==> src/rtl/can_esi_pkg.sv <==
package can_esi_pkg;
  localparam int DATA_W    = 32;
  localparam int BE_W      = DATA_W / 8;
  localparam int N_ERR     = 6;
  localparam int ERR_LSB   = 16;
  localparam int ERRF_BIT  = 1;
  localparam int BOFF_BIT  = 2;
  localparam int STATE_LSB = 4;
  localparam int MASK_LSB  = 24;
  localparam int N_CLS     = 2;
  localparam int CLS_ERR   = 0;
  localparam int CLS_BOFF  = 1;

  typedef logic [1:0] conf_t;

  function automatic logic in_bus_off(input conf_t s);
    return s[1];
  endfunction
endpackage

==> src/rtl/cesi_boff_track.sv <==
module cesi_boff_track
  import can_esi_pkg::*;
(
  input  logic  clk,
  input  logic  rst_n,
  input  conf_t conf_state,
  input  logic  clr,
  output logic  flag
);
  logic was_boff;
  logic entry;

  assign entry = in_bus_off(conf_state) && !was_boff;

  always_ff @(posedge clk or negedge rst_n) begin
    if (!rst_n) begin
      was_boff <= 1'b0;
      flag     <= 1'b0;
    end else begin
      was_boff <= in_bus_off(conf_state);
      if (entry)    flag <= 1'b1;
      else if (clr) flag <= 1'b0;
    end
  end

  AST_BOFF_ON_ENTRY: assert property (@(posedge clk) disable iff (!rst_n)
    (!was_boff && conf_state[1]) |=> flag);
  AST_NO_REARM: assert property (@(posedge clk) disable iff (!rst_n)
    (was_boff && conf_state[1] && clr) |=> !flag);
  AST_BOFF_HOLD: assert property (@(posedge clk) disable iff (!rst_n)
    (flag && !clr) |=> flag);
endmodule

==> src/rtl/cesi_err_bank.sv <==
module cesi_err_bank #(
  parameter int N = 6
) (
  input  logic         clk,
  input  logic         rst_n,
  input  logic [N-1:0] evt,
  input  logic [N-1:0] bit_clr,
  input  logic         sum_clr,
  output logic [N-1:0] bits,
  output logic         sum_flag
);
  for (genvar i = 0; i < N; i++) begin : g_bit
    always_ff @(posedge clk or negedge rst_n) begin
      if (!rst_n)          bits[i] <= 1'b0;
      else if (evt[i])     bits[i] <= 1'b1;
      else if (bit_clr[i]) bits[i] <= 1'b0;
    end

    AST_ERR_STICKY: assert property (@(posedge clk) disable iff (!rst_n)
      (bits[i] && !bit_clr[i]) |=> bits[i]);
    AST_EVT_WINS: assert property (@(posedge clk) disable iff (!rst_n)
      evt[i] |=> bits[i]);
  end

  always_ff @(posedge clk or negedge rst_n) begin
    if (!rst_n)       sum_flag <= 1'b0;
    else if (|bits)   sum_flag <= 1'b1;
    else if (sum_clr) sum_flag <= 1'b0;
  end

  AST_SUM_SET: assert property (@(posedge clk) disable iff (!rst_n)
    (|bits) |=> sum_flag);
  AST_SUM_HOLD: assert property (@(posedge clk) disable iff (!rst_n)
    (sum_flag && !sum_clr) |=> sum_flag);
endmodule

==> src/rtl/cesi_irq_gate.sv <==
module cesi_irq_gate #(
  parameter int N = 2
) (
  input  logic         clk,
  input  logic         rst_n,
  input  logic [N-1:0] flags,
  input  logic [N-1:0] masks,
  output logic [N-1:0] irq
);
  for (genvar c = 0; c < N; c++) begin : g_cls
    always_ff @(posedge clk or negedge rst_n) begin
      if (!rst_n) irq[c] <= 1'b0;
      else        irq[c] <= flags[c] & masks[c];
    end

    AST_MASKED_QUIET: assert property (@(posedge clk) disable iff (!rst_n)
      !masks[c] |=> !irq[c]);
    AST_NO_FLAG_QUIET: assert property (@(posedge clk) disable iff (!rst_n)
      !flags[c] |=> !irq[c]);
  end
endmodule

==> src/rtl/can_err_status_irq.sv <==
module can_err_status_irq
  import can_esi_pkg::*;
(
  input  logic              clk,
  input  logic              rst_n,
  input  logic [1:0]        conf_state,
  input  logic [N_ERR-1:0]  err_evt,
  input  logic              wr_en,
  input  logic              wr_sel_mask,
  input  logic [DATA_W-1:0] wr_data,
  input  logic [BE_W-1:0]   wr_be,
  output logic [DATA_W-1:0] status_word,
  output logic              boff_irq,
  output logic              err_irq
);
  localparam int ERR_BYTE  = ERR_LSB / 8;
  localparam int FLAG_BYTE = 0;

  logic [DATA_W-1:0] w1c;
  logic              mask_we;
  logic [N_CLS-1:0]  mask_q;
  logic [N_CLS-1:0]  flags;
  logic [N_CLS-1:0]  irq_vec;
  logic [N_ERR-1:0]  err_bits;
  logic              sum_flag;
  logic              boff_flag;

  // Byte-lane qualified write-1-to-clear vector for the status target.
  for (genvar b = 0; b < BE_W; b++) begin : g_lane
    assign w1c[b*8 +: 8] = (wr_en && !wr_sel_mask && wr_be[b]) ? wr_data[b*8 +: 8] : 8'h00;
  end

  assign mask_we = wr_en && wr_sel_mask && wr_be[FLAG_BYTE];

  always_ff @(posedge clk or negedge rst_n) begin
    if (!rst_n)       mask_q <= '0;
    else if (mask_we) mask_q <= wr_data[N_CLS-1:0];
  end

  cesi_boff_track u_boff (
    .clk        (clk),
    .rst_n      (rst_n),
    .conf_state (conf_state),
    .clr        (w1c[BOFF_BIT]),
    .flag       (boff_flag)
  );

  cesi_err_bank #(.N(N_ERR)) u_errs (
    .clk      (clk),
    .rst_n    (rst_n),
    .evt      (err_evt),
    .bit_clr  (w1c[ERR_LSB +: N_ERR]),
    .sum_clr  (w1c[ERRF_BIT]),
    .bits     (err_bits),
    .sum_flag (sum_flag)
  );

  assign flags[CLS_ERR]  = sum_flag;
  assign flags[CLS_BOFF] = boff_flag;

  cesi_irq_gate #(.N(N_CLS)) u_gate (
    .clk   (clk),
    .rst_n (rst_n),
    .flags (flags),
    .masks (mask_q),
    .irq   (irq_vec)
  );

  assign err_irq  = irq_vec[CLS_ERR];
  assign boff_irq = irq_vec[CLS_BOFF];

  always_comb begin
    status_word                         = '0;
    status_word[ERRF_BIT]               = sum_flag;
    status_word[BOFF_BIT]               = boff_flag;
    status_word[STATE_LSB +: 2]         = conf_state;
    status_word[ERR_LSB +: N_ERR]       = err_bits;
    status_word[MASK_LSB +: N_CLS]      = mask_q;
  end

  AST_MASK_KEEP: assert property (@(posedge clk) disable iff (!rst_n)
    !mask_we |=> $stable(mask_q));
  AST_ERR_BYTE_GATED: assert property (@(posedge clk) disable iff (!rst_n)
    (!wr_be[ERR_BYTE] && err_bits[0]) |=> err_bits[0]);
endmodule

==> config.mk <==
export PLATFORM = sky130hd
export DESIGN_NAME = can_err_status_irq
export DESIGN_NICKNAME = d
export VERILOG_FILES = /design/src/rtl/can_esi_pkg.sv /design/src/rtl/cesi_boff_track.sv /design/src/rtl/cesi_err_bank.sv /design/src/rtl/cesi_irq_gate.sv /design/src/rtl/can_err_status_irq.sv
export SDC_FILE = /design/constraint.sdc
export NUM_CORES = 1
export LEC_CHECK = 0
export ABC_AREA = 1
export BUFFER_PORTS_ARGS = -buffer_cell sky130_fd_sc_hd__buf_4
export CORE_ASPECT_RATIO = 1.25
export CORE_UTILIZATION = 35
export CTS_BUF_LIST = sky130_fd_sc_hd__clkbuf_8
export CTS_CLUSTER_DIAMETER = 40
export DETAILED_ROUTE_END_ITERATION = 8
export PLACE_DENSITY = 0.79
export REMOVE_ABC_BUFFERS = 1
export SLEW_MARGIN = 25
export SYNTH_ARGS = -nofsm -noshare
export SYNTH_HDL_FRONTEND = slang
export SYNTH_SLANG_ARGS = --single-unit
==> constraint.sdc <==
create_clock -name clk -period 1 [get_ports clk]
set_input_delay 0.15 -clock clk [delete_from_list [all_inputs] [get_ports clk]]
set_output_delay 0.15 -clock clk [all_outputs]
set_load 0.1 [all_outputs]
==> impl_metrics.toml, run 1 <==
[worst_hold_path]
min_from = "conf_state[1]"
hp-class = "in2reg"
min_to = "u_boff.was_boff"
min_delay_path_depth = 1

[detailed_routing]
postRouteAntennaNets = 0
drt_pass1_iterations = 6
drt-wirelength-per-cell_um = 11.0
vias_per_cell = 4.24
route.final.wire_length_um = 1630
drtIter0Drc = 21
vias = 628
drc = 12

[timing]
hold_viol_final = 0
fin_crit_ns = 0.996
fin_skew_ns = 0.00242
timing.final.crit_share = 0.996
rsz0062_at_grt = "true"
finalHoldWorstSlack_ns = 0.0399
fmax_ghz = 1.00
slew_viol_final = 0
setup_slack_ns = 0.00408
setup_violations = 0

[die]
die_area_um2 = 2320
dieWidth_um = 43.3
ioPinCount = 82
coreArea_um2 = 2000
rows = 18
die_y_um = 53.7
start_util = 0.373

[logic_synthesis]
syn-mean-instance-area_um2 = 8.49
syn-cell-area_um2 = 747
synth_top_area_share = 0.436
yosysTopAreaCell = "dfrtp_1"
synthCells = 88
ys_types = 13
synth_seq_cells = 13
yosys-top-cells-area = "dfrtp_1 (44%), buf_4 (24%), nand2_1 (11%)"
seq_area_frac_synth = 0.436
yosysWarnings = 0

[power_and_ir_drop]
swShare = 0.468
power_density_nw_per_um2 = 1740
p_int_mw = 1.06
combPwrFrac = 0.474
seqPwrFrac = 0.304
pwr-share-clk = 0.222
leakagePower_nw = 0.632
switchingPower_mw = 0.937
design_power_total_mw = 2.00
peakVddDrop_mv = 0.944

[clocking]
htreeDepth = 1
clockBufferDepth = 2
cts_sinks = 13
cts_root_buf = "clkbuf_8"
clk_latency_ns = 0.24
clk_pin_slew_ns = 0.05
cts_made_buffers = 3
cts_tree = "yes"

[global_route]
overflow = 0
grt_pass1_vias = 607
grt_max_degree = 14
grt_pass1_wl_um = 2640
antenna_found_initial = 0
track_usage = 0.155

[setup_path]
slowest_stage = "dfrtp_2"
cp_cell_sequence = "buf_12"
path_delay_family = "flip-flops"
crit_start = "u_errs.bits[4]"
r2r-start = "u_errs.bits[4]"
critPathRequiredTime_ns = 0.85
critPathBufInv = 1
worst-path-max-fanout = 2
critPathLaunchType = "flip-flop"
reg2reg_depth = 5
crit_type = "reg2out"
critPathCaptureType = "output port"
r2r-end = "u_errs.sum_flag"
cp.arrival_ns = 0.85
critPathMaxStageDelay_ns = 0.43
rrSetupSlack_ns = 0.05

[placed_design]
dp_cells = 136
gp_congestion = 0.694
dp_hpwl_um = 1210
portBuffers = 34
pre_cts_slack_ns = 0.125

[finish]
nets = 177
syn2layout_area_growth_pct = 54.1
layoutNonFillerInstCount = 148
n_fill_cell = 179
antennaDiodeCount = 0
drive_gt1_frac = 0.391

[job]
drv_cap = 0

[status]
violations = "DRC"
status = "finished with violations"
[cell type report]
cell class | count | area (µm²) | area share
Inverter | 12 | 45.0 | 0.0391
Timing Repair Buffer | 42 | 450 | 0.391
Tap cell | 20 | 25.0 | 0.0217
Clock buffer | 3 | 41.3 | 0.0359
Sequential cell | 13 | 329 | 0.286
Clock inverter | 1 | 3.75 | 0.00326
Multi-Input combinational cell | 57 | 256 | 0.223
[flip-flops by register name, indices dropped and copies added, names as in the netlist]
register         cells
u_errs.bits          6
mask_q               2
u_boff.was_boff      1
u_errs.sum_flag      1
u_gate.irq           2
u_boff.flag          1
[metrics by stage]
| step | cell area [µm²] | setup TNS, ns | utilization |
|---|---|---|---|
| 2_1_floorplan | 627 | -2.84 | - |
| 3_3_place_gp | 907 | 0 | 0.453 |
| 3_5_place_dp | 907 | 0 | 0.453 |
| 4_1_cts | 1100 | 0 | 0.548 |
| 5_1_grt | 1150 | -0.163 | 0.574 |
| 6_report | 1150 | 0 | 0.574 |
[synth_stat cells, drive strengths merged]
library cell / count
nand3: 1
buf: 25
nand4: 8
conb: 1
nand2: 22
o21ai: 2
inv: 12
or2: 1
dfrtp: 13
nor2: 3
[per-layer routing]
layer | vias to the layer above | global-route usage | wire, µm
met5 | - | 0 | 0
met4 | 0 | 0.0313 | 0
met3 | 0 | 0.0369 | 118
met2 | 39 | 0.303 | 930
met1 | 285 | 0.169 | 578
li1 | 304 | - | -
[layout by cell type (no fill, tap or decap)]
cell type,count
buf_12,10
buf_4,29
buf_6,2
clkbuf_8,3
conb_1,20
dfrtp_1,10
dfrtp_2,3
dlygate4sd3_1,1
inv_1,12
inv_2,1
nand2_1,22
nand3_4,1
nand4_1,8
nor2_1,3
o21ai_1,1
o21ai_2,1
or2_1,1
[logic make-up after synthesis]
| kind of cell | count (synthesis) | share of synthesized area |
|---|---|---|
| buffers and inverters | 37 | 0.317 |
| and+or+nand+nor | 35 | 0.224 |
| other | 1 | 0.00502 |
| AOI/OAI and AO/OA | 2 | 0.0184 |
| DFF | 13 | 0.436 |
[worst max path at each step]
stage,to,slack (ns),depth (start not counted)
floorplan,u_errs.sum_flag,-0.35,3
global placement,u_errs.sum_flag,0.13,3
detailed placement,u_errs.sum_flag,0.13,3
CTS,status_word[19],0.0005,1
global route,status_word[17],-0.03,1
finish,status_word[20],0.004,1
[power by group through the flow]
| stage | registers, mW | logic [mW] | clock network (mW) |
|---|---|---|---|
| final | 0.608 | 0.949 | 0.444 |
| after floorplan | 0.879 | 0.377 | 0 |
| after detailed placement | 0.600 | 0.845 | 0 |
| after global routing | 0.614 | 0.985 | 0.500 |
| after CTS | 0.604 | 0.915 | 0.458 |
| after global placement | 0.597 | 0.837 | 0 |
[timing repair]
action / CTS / global route
resized for setup: 30 / 5
endpoints found under the setup margin: 10 / 13
pin swaps: 0 / 0
setup buffers: 2 / 5
cloned: 0 / 0
endpoints found under the hold margin: 13 / 0
hold buffers: 1 / 0
Power figures use the tool's default switching activity.
==> inputs of run 2 (changes only) <==
--- a/config.mk
+++ b/config.mk
@@ -7,13 +7,11 @@
 export LEC_CHECK = 0
 export ABC_AREA = 1
 export BUFFER_PORTS_ARGS = -buffer_cell sky130_fd_sc_hd__buf_4
-export CORE_ASPECT_RATIO = 1.25
 export CORE_UTILIZATION = 35
 export CTS_BUF_LIST = sky130_fd_sc_hd__clkbuf_8
 export CTS_CLUSTER_DIAMETER = 40
 export DETAILED_ROUTE_END_ITERATION = 8
 export PLACE_DENSITY = 0.79
-export REMOVE_ABC_BUFFERS = 1
 export SLEW_MARGIN = 25
 export SYNTH_ARGS = -nofsm -noshare
 export SYNTH_HDL_FRONTEND = slang
==> run 2 against run 1 <==
  * The flow now finishes without violations
  * Total power fell by 1.9%
  * Clock power fell by 2%
  * Worst hold slack improved by 0.0015 ns
  * Non-clock buffer count fell by 7
  * Routed wire length fell by 17%
  * Combinational power fell by 3.4%
  * Sequential share of layout area rose by 1.7 points
  * First-iteration DRC count fell by 52%
  * Largest cell class unchanged
  * Highest routed layer is now met4
==> impl_metrics.toml, run 2 (synthesis results as in run 1) <==
[status]
status = "completed"

[finish]
largest_reg_flops = 6
syn2layout_area_growth_pct = 49.4
antennaDiodeCount = 0
nets = 170
post-route-util = 0.563
largest_register = "u_errs.bits"
top_regs = "u_errs.bits (6), mask_q (2), u_gate.irq (2)"
drive_gt1_frac = 0.413
layout_common_cells = "nand2_1 (22), buf_4 (22), conb_1 (20), inv_1 (12)"

[timing]
slew_viol_final = 0
fin_crit_ns = 0.992
timing.final.crit_share = 0.992
fmax_ghz = 1.01
fin_skew_ns = 0.00169
rsz0062_at_grt = "true"
hold_viol_final = 0
setup_violations = 0
setup_slack_ns = 0.00845

[detailed_routing]
vias = 586
vias_per_cell = 3.96
drt-wirelength-per-cell_um = 9.11
drc = 0
drt_pass1_iterations = 4
route.final.wire_length_um = 1350
postRouteAntennaNets = 0
drtIter0Drc = 10

[die]
rows = 16
start_util = 0.377
dieWidth_um = 48.2
die_area_um2 = 2320
coreArea_um2 = 1980
ioPinCount = 82
die_y_um = 48.2

[placed_design]
pre_cts_slack_ns = 0.0935
gp_congestion = 0.694
dp_hpwl_um = 1080
portBuffers = 34

[global_route]
grt_pass1_wl_um = 1810
overflow = 0
antenna_found_initial = 0
grt_max_degree = 14
track_usage = 0.116
grt_pass1_vias = 489

[power_and_ir_drop]
power_density_nw_per_um2 = 1760
switchingPower_mw = 0.916
combPwrFrac = 0.467
peakVddDrop_mv = 0.774
pwr-share-clk = 0.221
seqPwrFrac = 0.312
swShare = 0.466
leakagePower_nw = 0.597
p_int_mw = 1.05

[setup_path]
critPathBufInv = 1
critPathMaxStageDelay_ns = 0.43
worst-path-max-fanout = 3
cp_cell_sequence = "buf_12"
crit_type = "reg2out"
cp.arrival_ns = 0.84
slowest_stage = "dfrtp_2"
critPathLaunchType = "flip-flop"
critPathRequiredTime_ns = 0.85
path_delay_family = "flip-flops"
critPathCaptureType = "output port"

[worst_hold_path]
hp-class = "in2reg"

[clocking]
clockBufferDepth = 2
clk_pin_slew_ns = 0.05
cts_made_buffers = 3
cts_tree = "yes"
htreeDepth = 1
cts_sinks = 13
cts_setup_buffers = 0
clk_latency_ns = 0.23
cts_root_buf = "clkbuf_8"

[job]
drv_cap = 0
==> run 2: cell count changes in the layout (fill, tap and decap cells not counted), sizes merged <==
cell / delta
buf: -7
==> run 2: timing repair <==
action | 4_1_cts | 5_1_grt
hold buffers | 1 | 0
endpoints found under the hold margin | 13 | 0
endpoints found under the setup margin | 12 | 10
gates resized for setup | 16 | 16
==> run 2: metrics by stage <==
stage                     TNS [ns]  hold WS [ns]  power (mW)  instances  instance area [µm²]
after floorplan             -0.136        -0.146        1.38        107                  831
after global placement           0     -0.000930        1.44        143                  928
after detailed placement         0       0.00121        1.45        143                  928
after CTS                        0        0.0366        1.93        148                 1040
after global routing       -0.0951        0.0306        2.05        148                 1120
final                            0        0.0414        1.96        148                 1120
==> run 2: final timing paths <==
check                                startpoint  depth (start not counted)  slack, ns              end
worst max-delay path             u_errs.bits[4]                          1      0.008  status_word[20]
worst min-delay path              conf_state[1]                          1       0.04  u_boff.was_boff
worst max register to register   u_errs.bits[1]                          3       0.07  u_errs.sum_flag
worst min register to register  u_boff.was_boff                          3       0.49      u_boff.flag
max in group asynchronous                 rst_n                          2       0.53   u_errs.bits[0]
min in group asynchronous                 rst_n                          2       0.30   u_errs.bits[5]
==> run 2: layer usage <==
| metal | vias to the layer above | global-route usage | wire length (µm) |
|---|---|---|---|
| li1 | 291 | - | - |
| met1 | 265 | 0.108 | 506 |
| met2 | 28 | 0.224 | 722 |
| met3 | 2 | 0.0407 | 111 |
| met4 | 0 | 0.0500 | 7 |
| met5 | - | 0 | 0 |
==> run 2: final cells by class <==
class / count / area (µm²)
Clock buffer: 3 / 41.3
Multi-Input combinational cell: 57 / 256
Clock inverter: 1 / 3.75
Timing Repair Buffer: 35 / 398
Fill cell: 175 / 866
Tap cell: 27 / 33.8
Inverter: 12 / 45.0
Sequential cell: 13 / 338
==> run 2: power by group through the flow <==
stage                     Sequential (mW)  Combinational (mW)  Clock (mW)
after floorplan                     0.859               0.518           0
after global placement              0.603               0.839           0
after detailed placement            0.605               0.841           0
after CTS                           0.606               0.878       0.448
after global routing                0.617               0.953       0.476
final                               0.613               0.917       0.433
